===== src/rtl/pimm_pkg.sv =====
package pimm_pkg;
  localparam int unsigned DEF_BLK_BYTES = 32;
  localparam int unsigned DEF_IMM_BYTES = 8;

  // Number of bytes requested by a length code (power of two).
  function automatic int unsigned code_to_bytes(input int unsigned code);
    return 32'd1 << code;
  endfunction

  // True when a read of nbytes starting at ptr stays inside the block.
  function automatic logic fits_block(input int unsigned ptr,
                                      input int unsigned nbytes,
                                      input int unsigned blk_bytes);
    return (ptr + nbytes) <= blk_bytes;
  endfunction
endpackage


===== src/rtl/pimm_blk_store.sv =====
module pimm_blk_store #(
  parameter int unsigned BLK_BYTES = pimm_pkg::DEF_BLK_BYTES,
  localparam int unsigned BLK_W = BLK_BYTES * 8
) (
  input  logic             clk,
  input  logic             rst_n,
  input  logic             adv_i,
  input  logic             flush_i,
  input  logic [BLK_W-1:0] blk_i,
  output logic [BLK_W-1:0] cur_o,
  output logic [BLK_W-1:0] sav_o,
  output logic             sav_vld_o
);
  always_ff @(posedge clk) begin
    if (!rst_n) begin
      cur_o     <= '0;
      sav_o     <= '0;
      sav_vld_o <= 1'b0;
    end else begin
      if (adv_i) begin
        sav_o <= cur_o;
        cur_o <= blk_i;
      end
      if (flush_i)    sav_vld_o <= 1'b0;
      else if (adv_i) sav_vld_o <= 1'b1;
    end
  end
endmodule


===== src/rtl/pimm_byte_sel.sv =====
module pimm_byte_sel #(
  parameter int unsigned BLK_BYTES = pimm_pkg::DEF_BLK_BYTES,
  parameter int unsigned IMM_BYTES = pimm_pkg::DEF_IMM_BYTES,
  localparam int unsigned BLK_W = BLK_BYTES * 8,
  localparam int unsigned IMM_W = IMM_BYTES * 8,
  localparam int unsigned PTR_W = $clog2(BLK_BYTES),
  localparam int unsigned IDX_W = PTR_W + 1,
  localparam int unsigned CNT_W = $clog2(IMM_BYTES) + 1
) (
  input  logic [BLK_W-1:0] blk_i,
  input  logic [PTR_W-1:0] ptr_i,
  input  logic [CNT_W-1:0] nbytes_i,
  output logic [IMM_W-1:0] raw_o
);
  logic [7:0] blk_byte [BLK_BYTES];

  for (genvar b = 0; b < BLK_BYTES; b++) begin : g_split
    assign blk_byte[b] = blk_i[b*8 +: 8];
  end

  for (genvar k = 0; k < IMM_BYTES; k++) begin : g_lane
    logic [IDX_W-1:0] idx;
    logic             in_blk;
    logic             wanted;
    assign idx    = {1'b0, ptr_i} + IDX_W'(k);
    assign in_blk = idx < IDX_W'(BLK_BYTES);
    assign wanted = CNT_W'(k) < nbytes_i;
    assign raw_o[k*8 +: 8] = (in_blk && wanted) ? blk_byte[idx[PTR_W-1:0]] : 8'h00;
  end
endmodule


===== src/rtl/pimm_extend.sv =====
module pimm_extend #(
  parameter int unsigned IMM_BYTES = pimm_pkg::DEF_IMM_BYTES,
  localparam int unsigned IMM_W = IMM_BYTES * 8,
  localparam int unsigned LEN_W = $clog2($clog2(IMM_BYTES) + 1),
  localparam int unsigned NCODE = $clog2(IMM_BYTES) + 1,
  localparam int unsigned CNT_W = $clog2(IMM_BYTES) + 1
) (
  input  logic [IMM_W-1:0] raw_i,
  input  logic [LEN_W-1:0] len_i,
  input  logic [CNT_W-1:0] nbytes_i,
  input  logic             sext_i,
  output logic [IMM_W-1:0] ext_o
);
  logic top_bit;

  always_comb begin
    top_bit = 1'b0;
    for (int j = 0; j < NCODE; j++) begin
      if (len_i == LEN_W'(j)) top_bit = raw_i[8 * (1 << j) - 1];
    end
  end

  for (genvar k = 0; k < IMM_BYTES; k++) begin : g_fill
    logic upper;
    assign upper = CNT_W'(k) >= nbytes_i;
    assign ext_o[k*8 +: 8] = upper ? {8{sext_i & top_bit}} : raw_i[k*8 +: 8];
  end
endmodule


===== src/rtl/pimm_extract.sv =====
module pimm_extract #(
  parameter int unsigned BLK_BYTES = pimm_pkg::DEF_BLK_BYTES,
  parameter int unsigned IMM_BYTES = pimm_pkg::DEF_IMM_BYTES,
  localparam int unsigned BLK_W = BLK_BYTES * 8,
  localparam int unsigned IMM_W = IMM_BYTES * 8,
  localparam int unsigned PTR_W = $clog2(BLK_BYTES),
  localparam int unsigned LEN_W = $clog2($clog2(IMM_BYTES) + 1),
  localparam int unsigned CNT_W = $clog2(IMM_BYTES) + 1
) (
  input  logic             clk,
  input  logic             rst_n,
  input  logic             adv_i,
  input  logic             flush_i,
  input  logic [BLK_W-1:0] blk_i,
  input  logic             rd_en_i,
  input  logic             rd_prev_i,
  input  logic [PTR_W-1:0] rd_ptr_i,
  input  logic [LEN_W-1:0] rd_len_i,
  input  logic             rd_sext_i,
  output logic [IMM_W-1:0] imm_o,
  output logic             err_range_o,
  output logic             err_stale_o
);
  // Named internal events, visible to the bound checker.
  logic [BLK_W-1:0] cur_blk_w;
  logic [BLK_W-1:0] sav_blk_w;
  logic             sav_vld_w;
  logic [BLK_W-1:0] src_blk_w;
  logic [CNT_W-1:0] nbytes_w;
  logic [IMM_W-1:0] raw_w;
  logic [IMM_W-1:0] ext_w;
  logic             fits_w;
  logic             stale_w;

  pimm_blk_store #(.BLK_BYTES(BLK_BYTES)) u_store (
    .clk      (clk),
    .rst_n    (rst_n),
    .adv_i    (adv_i),
    .flush_i  (flush_i),
    .blk_i    (blk_i),
    .cur_o    (cur_blk_w),
    .sav_o    (sav_blk_w),
    .sav_vld_o(sav_vld_w)
  );

  assign src_blk_w = rd_prev_i ? sav_blk_w : cur_blk_w;
  assign nbytes_w  = CNT_W'(pimm_pkg::code_to_bytes(32'(rd_len_i)));
  assign fits_w    = pimm_pkg::fits_block(32'(rd_ptr_i), 32'(nbytes_w), BLK_BYTES);
  assign stale_w   = rd_prev_i && !sav_vld_w;

  pimm_byte_sel #(.BLK_BYTES(BLK_BYTES), .IMM_BYTES(IMM_BYTES)) u_sel (
    .blk_i   (src_blk_w),
    .ptr_i   (rd_ptr_i),
    .nbytes_i(nbytes_w),
    .raw_o   (raw_w)
  );

  pimm_extend #(.IMM_BYTES(IMM_BYTES)) u_ext (
    .raw_i   (raw_w),
    .len_i   (rd_len_i),
    .nbytes_i(nbytes_w),
    .sext_i  (rd_sext_i),
    .ext_o   (ext_w)
  );

  always_comb begin
    err_range_o = rd_en_i && !fits_w;
    err_stale_o = rd_en_i && stale_w;
    imm_o       = (rd_en_i && fits_w && !stale_w) ? ext_w : '0;
  end
endmodule


===== config.mk =====
export PLATFORM = sky130hd
export DESIGN_NAME = pimm_extract
export DESIGN_NICKNAME = d
export VERILOG_FILES = /design/src/rtl/pimm_pkg.sv /design/src/rtl/pimm_blk_store.sv /design/src/rtl/pimm_byte_sel.sv /design/src/rtl/pimm_extend.sv /design/src/rtl/pimm_extract.sv
export SDC_FILE = /design/constraint.sdc
export NUM_CORES = 2
export LEC_CHECK = 0
export BUFFER_PORTS_ARGS = -buffer_cell sky130_fd_sc_hd__buf_2
export CAP_MARGIN = 20
export CORE_UTILIZATION = 43
export DETAILED_ROUTE_END_ITERATION = 10
export PLACE_DENSITY = 0.63
export SYNTH_ARGS = -nofsm -noshare
export SYNTH_HDL_FRONTEND = slang
export SYNTH_SLANG_ARGS = --single-unit

===== constraint.sdc =====
create_clock -name clk -period 11.05 [get_ports clk]
set_clock_uncertainty 0.1 [all_clocks]
set_input_delay 3.315 -clock clk [delete_from_list [all_inputs] [get_ports clk]]
set_output_delay 3.315 -clock clk [all_outputs]
set_load 0.1 [all_outputs]

; Word level (Yosys, flattened, before mapping)
; Index checks and enable logic that the tools add are counted.
[totals]
ff_bits = 513
in_bits = 270
output_inout_bits = 66
[op_classes]
add_sub_neg = 8
magnitude_cmp = 33
eq_ne = 3
shift = 1
mux = 46
bitwise_logic = 10
reduce_logical = 18
[ops]
columns = operator, n
row1 = $bmux 8 s5, 8
row2 = $mux 256, 1
row3 = $mux 8, 32
row4 = $mux 64, 1
row5 = $ge 6x6->1 const B, 8
row6 = $not 5->6, 8
row7 = $lt 6x6->1 const B, 7
row8 = $add 5x3->6 const B, 4
row9 = $ge 3x4->1 const A, 4
row10 = $lt 3x4->1 const A, 4
row11 = $logic_and 1x1->1, 13
row12 = $add 5x2->6 const B, 2
row13 = $ge 1x4->1 const A, 2
row14 = $ge 2x4->1 const A, 2
row15 = $lt 1x4->1 const A, 2
row16 = $lt 2x4->1 const A, 2
row17 = $add 5x1->6 const B, 1
row18 = $add 5x4->6, 1
row19 = $le 6x6->1 const B, 1
row20 = $lt 5x6->1 const B, 1
row21 = $eq 2x2->1 const B, 2
row22 = $mux 1, 4
row23 = $shl 1x2->4 const A, 1
row24 = $logic_not 1->1, 3
row25 = other kinds (5), 5

; Logic depth before layout (Yosys ltp)
[depth]
depth_word = 12
depth_mapped = 18
depth_no_buf = 12

; Cells and area by module
; From an unflattened synthesis, not the netlist that was laid out.
[unflattened]
cells_unflattened = 3431
area_unflattened_um2 = 37726.2
[modules_own_cells]
columns = module, n_inst, cells_per_inst, area_per_inst_um2, seq_area_each_um2
row1 = pimm_blk_store, 1, 1653, 19677.6, 10269.8
row2 = pimm_byte_sel, 1, 1229, 12929.9, 0.0
row3 = pimm_extract, 1, 461, 4344.2, 0.0
row4 = pimm_extend, 1, 88, 774.5, 0.0

; Worst setup path after synthesis
; OpenSTA, ideal clock, no wires.
[synth_path]
path_type = input-to-output
start = in rd_ptr_i[1]
end = out imm_o[0]
arrival_time_ns = 8.183
required_ns = 7.635
slack_ns = -0.548
cell_stages = 13
cell_sequence = buf_2 -> buf_2 -> buf_1 -> buf_1 -> xnor2_1 -> ha_1 -> inv_1 -> a32o_1 -> or4b_1 -> o211a_1 -> or2_1 -> buf_2 -> a211oi_1
[synth_via]
elab_chain_len = 12
[synth_lines]
columns = element, line_no
row1 = from (decl), pimm_extract.sv:17  ; input logic [PTR_W-1:0] rd_ptr_i,
row2 = $add 5x1->6 / $not 5->6 (equally long branches), "pimm_byte_sel.sv:25, pimm_byte_sel.sv:28"
row3 = $not 5->6 (implied by the code) / $bmux 8 s5 (equally long branches), pimm_byte_sel.sv:28  ; assign raw_o[k*8 +: 8] = (in_blk && wanted) ? blk_byte[idx[PTR_W-1:0]] : 8'h00;
row4 = $bmux 8 s5 / $mux 8 (equally long branches), pimm_byte_sel.sv:28
row5 = $mux 8 (implied by the code) (2 in a row), pimm_byte_sel.sv:28
row6 = $mux 8 / $mux 1 (equally long branches), "pimm_byte_sel.sv:28, pimm_extend.sv:19"
row7 = $mux 1 (3 in a row), pimm_extend.sv:19  ; if (len_i == LEN_W'(j)) top_bit = raw_i[8 * (1 << j) - 1];
row8 = $and 1x1->1, pimm_extend.sv:26  ; assign ext_o[k*8 +: 8] = upper ? {8{sext_i & top_bit}} : raw_i[k*8 +: 8];
row9 = $mux 8, pimm_extend.sv:26
row10 = $mux 64 *, pimm_extract.sv:69  ; imm_o = (rd_en_i && fits_w && !stale_w) ? ext_w : '0;
row11 = to (decl), pimm_extract.sv:20  ; output logic [IMM_W-1:0] imm_o,
; Every way passes the cells marked *; elsewhere a longest branch is shown, timed or not. The select of a mux whose other input is x is not followed.

; Worst setup path after layout
[layout_path]
start = in rd_ptr_i[1]
end = out imm_o[63]
; The elaborated chain is that of the path after synthesis.

==> metrics <==
Seq pwr share=0.363; Wirelength per Cell=~27 um; reg2reg start=u_store.cur_o[119]$_SDFFE_PN0P_; CTS Buf Count=57; DRT antenna net count=0; final count of negative-setup-slack endpoints=0; count leader, synth=mux2i_1; DPL Wire Length=95,370 um; Yosys reg bits=approximately 510; Mapped Area=0.03392 mm^2; Worst-Skew Late Latency=between 0.6 and 0.7 ns; synth top area cells=dfxtp_1 30%, mux2i_1 21%, mux4_2 11%; syn_nets=between 3,000 and 4,000; Max-Cap Viols=0; top-area cell type share of the netlist area=0.3027; Crit. End Element=output pin; Placer Congestion=1.086; cells resized by post-CTS repair=0; slowest stage cell, crit path=nor2_1; cell taking the most area after synthesis=dfxtp_1; Syn. warnings=0; Worst-Margin Slew=1.224 ns; Initial Util=0.4365; Comb pwr share=0.285; Top Metal Used=met5; Overall Global Routing Usage=0.3061; hold path start=u_store.sav_vld_o$_SDFFE_PP0P_; slowest stage delay, CP=between 1 and 1.5 ns; metal3 WL=~12,000 um; clock-pin slew of the registers on the worst-case setup and hold paths=0.06 ns; fin area=approximately 0.039 mm^2; Final Util=0.5075; CTS tree=yes; Pins Over Slew Limit=0; worst vdd ir=between 0.1 and 0.15 mV; Post-CTS Hold Buffers=0; Reg2Reg Depth=2; Hold Path Stages=2; placed inst area=~0.038 mm^2; area of the multi-input gates=0.02231 mm^2; Achievable Freq=95.71 MHz; Seq/Total Area, Yosys=0.3027; WHS Endpoint=u_store.sav_vld_o$_SDFFE_PP0P_; Int Power=0.003720 W; Rel. slew slack=0.1807; CP Launch Type=input pin; critical-path cell list=buf_4 > buf_4 > nor2_1 > a211oi_1 > buf_4 > o21ai_0 > o2111ai_1 > o211a_1 > o221ai_4 > buf_12 > a31oi_1 > buf_12; M1 wire length=53,370 um; Layout Nets=around 3,900; RSZ-0062 raised after global routing=false; Post-Layout Cell Count=4,726; register area=roughly 0.010 mm^2; via/cell ratio=a little over 6; Hold/Removal Path Class=reg2reg; clock root buffer=clkbuf_16; input/output buffers=335; Clk pwr share=0.353; CTS max path bufs=3; Area growth syn-to-layout=16.27%; initial antenna violation count=6; Primary FF master, synth=dfxtp_1; drt drc=0; layout cells sized above 1=0.2635; Sink Count=513; share of flip-flops with an asynchronous set or reset=0; vias in the first global route=between 20,000 and 30,000; Mean Syn Cell Area=9.859 um^2; R2R Path End=u_store.sav_o[119]$_SDFFE_PN0P_; fillcell total=7,245; outcome=completed; period utilisation layout=0.9455; total grt overflow=0; Net Sw Power=between 0.0015 and 0.002 W; CP max FO=55; die width=~280 um; Final Hold Violating Endpoints=0; first-pass GRT wire length=about 180,000 um; switching share of power=0.3309; via count=about 29,000; die area=0.08002 mm^2; fin crit period=around 10 ns; Netlist cell types=70; Synth Instances=between 3,000 and 4,000; Ports=between 300 and 400; critical path required time=7.64 ns; Pwr Total=0.005560 W; H-tree Lvls=2; placed cells=around 4,600; Post-Route WL=roughly 130,000 um; # Post-CTS Setup Buffers=0; Die Y=roughly 280 um; row count=102; met2 WL=roughly 53,000 um; Leak Pwr=approximately 16 nW; DRT iter0 DRCs=roughly 3,400; drt first pass iters=6; most frequent cells after synthesis=703 x mux2i_1, 518 x nor2b_1, 513 x dfxtp_1; Power Density=approximately 140 mW/mm^2; critical path class=in2out; pin count of the biggest net entering global routing=about 250; Post-synth EDFFs=0; worst path arrival time=approximately 7 ns; Most Frequent Cell on Critical Path=buf_4; flop-to-flop setup slack=between 10 and 15 ns; core area=0.07772 mm^2
kinds of logic (layout without fill, tap and decap cells):
family / Yosys count / in the layout / share of synthesized area
other cells: 0 / 1 / 0
buf+inv: 317 / 561 / 0.04433
fa+ha+maj: 13 / 13 / 0.004795
flops: 513 / 513 / 0.3027
simple gates: 991 / 991 / 0.1541
mux: 1062 / 1062 / 0.3820
xor+xnor: 25 / 25 / 0.006676
compound gates: 520 / 520 / 0.1054
routing by layer:
layer,up-vias,GRT usage
li1,13060,-
met1,13820,0.4183
met2,1488,0.4526
met3,302,0.07303
met4,6,0.1441
met5,-,0
power by group through the flow:
stage	Combinational [W]	Clock, W	Sequential, W
2_1_floorplan	0.00102	0	0.00202
3_3_place_gp	0.00153	0	0.00205
3_5_place_dp	0.00153	0	0.00206
4_1_cts	0.00154	0.00199	0.00202
5_1_grt	0.00164	0.00207	0.00203
6_report	0.00158	0.00196	0.00202
cell usage in the layout (no fill, tap or decap), types with 14 or more instances in the layout:
cell type / Yosys / layout
clkbuf_16: 0 / 58
o22ai_1: 217 / 217
a22oi_1: 34 / 34
a22o_1: 28 / 28
nor3_1: 28 / 28
xnor2_1: 20 / 14
o211ai_1: 37 / 37
buf_4: 10 / 93
dfxtp_1: 513 / 513
or2_2: 14 / 14
nand2_1: 107 / 106
a21oi_1: 55 / 37
nand3_1: 21 / 21
o21ai_0: 36 / 36
inv_1: 16 / 14
buf_12: 3 / 74
a221oi_1: 17 / 17
buf_2: 35 / 267
a21oi_2: 21 / 39
mux2i_1: 703 / 703
a211oi_1: 18 / 18
mux4_2: 167 / 167
nor2b_1: 518 / 516
nor2_1: 265 / 255
mux2_2: 192 / 192
stage by stage:
stage               hold WS, ns  TNS [ns]  setup slack, ns
floorplan                0.3672    -4.912          -0.5484
global placement         0.3828         0           0.8901
detailed placement       0.3898         0           0.8511
CTS                      0.3995         0           0.8342
global route             0.4192         0           0.5355
finish                   0.4013         0           0.6018
worst max path at each step:
stage,from,to,slack [ns],cells after the start
finish,rd_ptr_i[1],imm_o[63],0.60,12
CTS,rd_ptr_i[1],imm_o[63],0.83,13
detailed placement,rd_ptr_i[1],imm_o[63],0.85,13
floorplan,rd_ptr_i[1],imm_o[0],-0.55,13
global placement,rd_ptr_i[1],imm_o[63],0.89,13
global route,rd_ptr_i[1],imm_o[16],0.54,13
state kept, by name, summed over array words and instances, names as in the netlist:
signal,flops
u_store.cur_o,256
u_store.sav_vld_o,1
u_store.sav_o,256
critical path, delay by kind of cell:
family | cells | cell delay [ns]
AO/OA/AOI/OAI | 6 | 1.39
buffers and inverters | 5 | 1.23
AND/OR/NAND/NOR | 1 | 1.02
area by class of cell:
cell class              instances  area share
multi-input cells            2611      0.5656
flip-flops and latches        513      0.2604
repair buffers                437     0.09028
clock buffers                  79     0.04082
well taps                    1040     0.03299
clock inverters                24    0.007708
inverters                      21    0.002125
diodes                          1  0.00006344
Power figures use the tool's default switching activity.
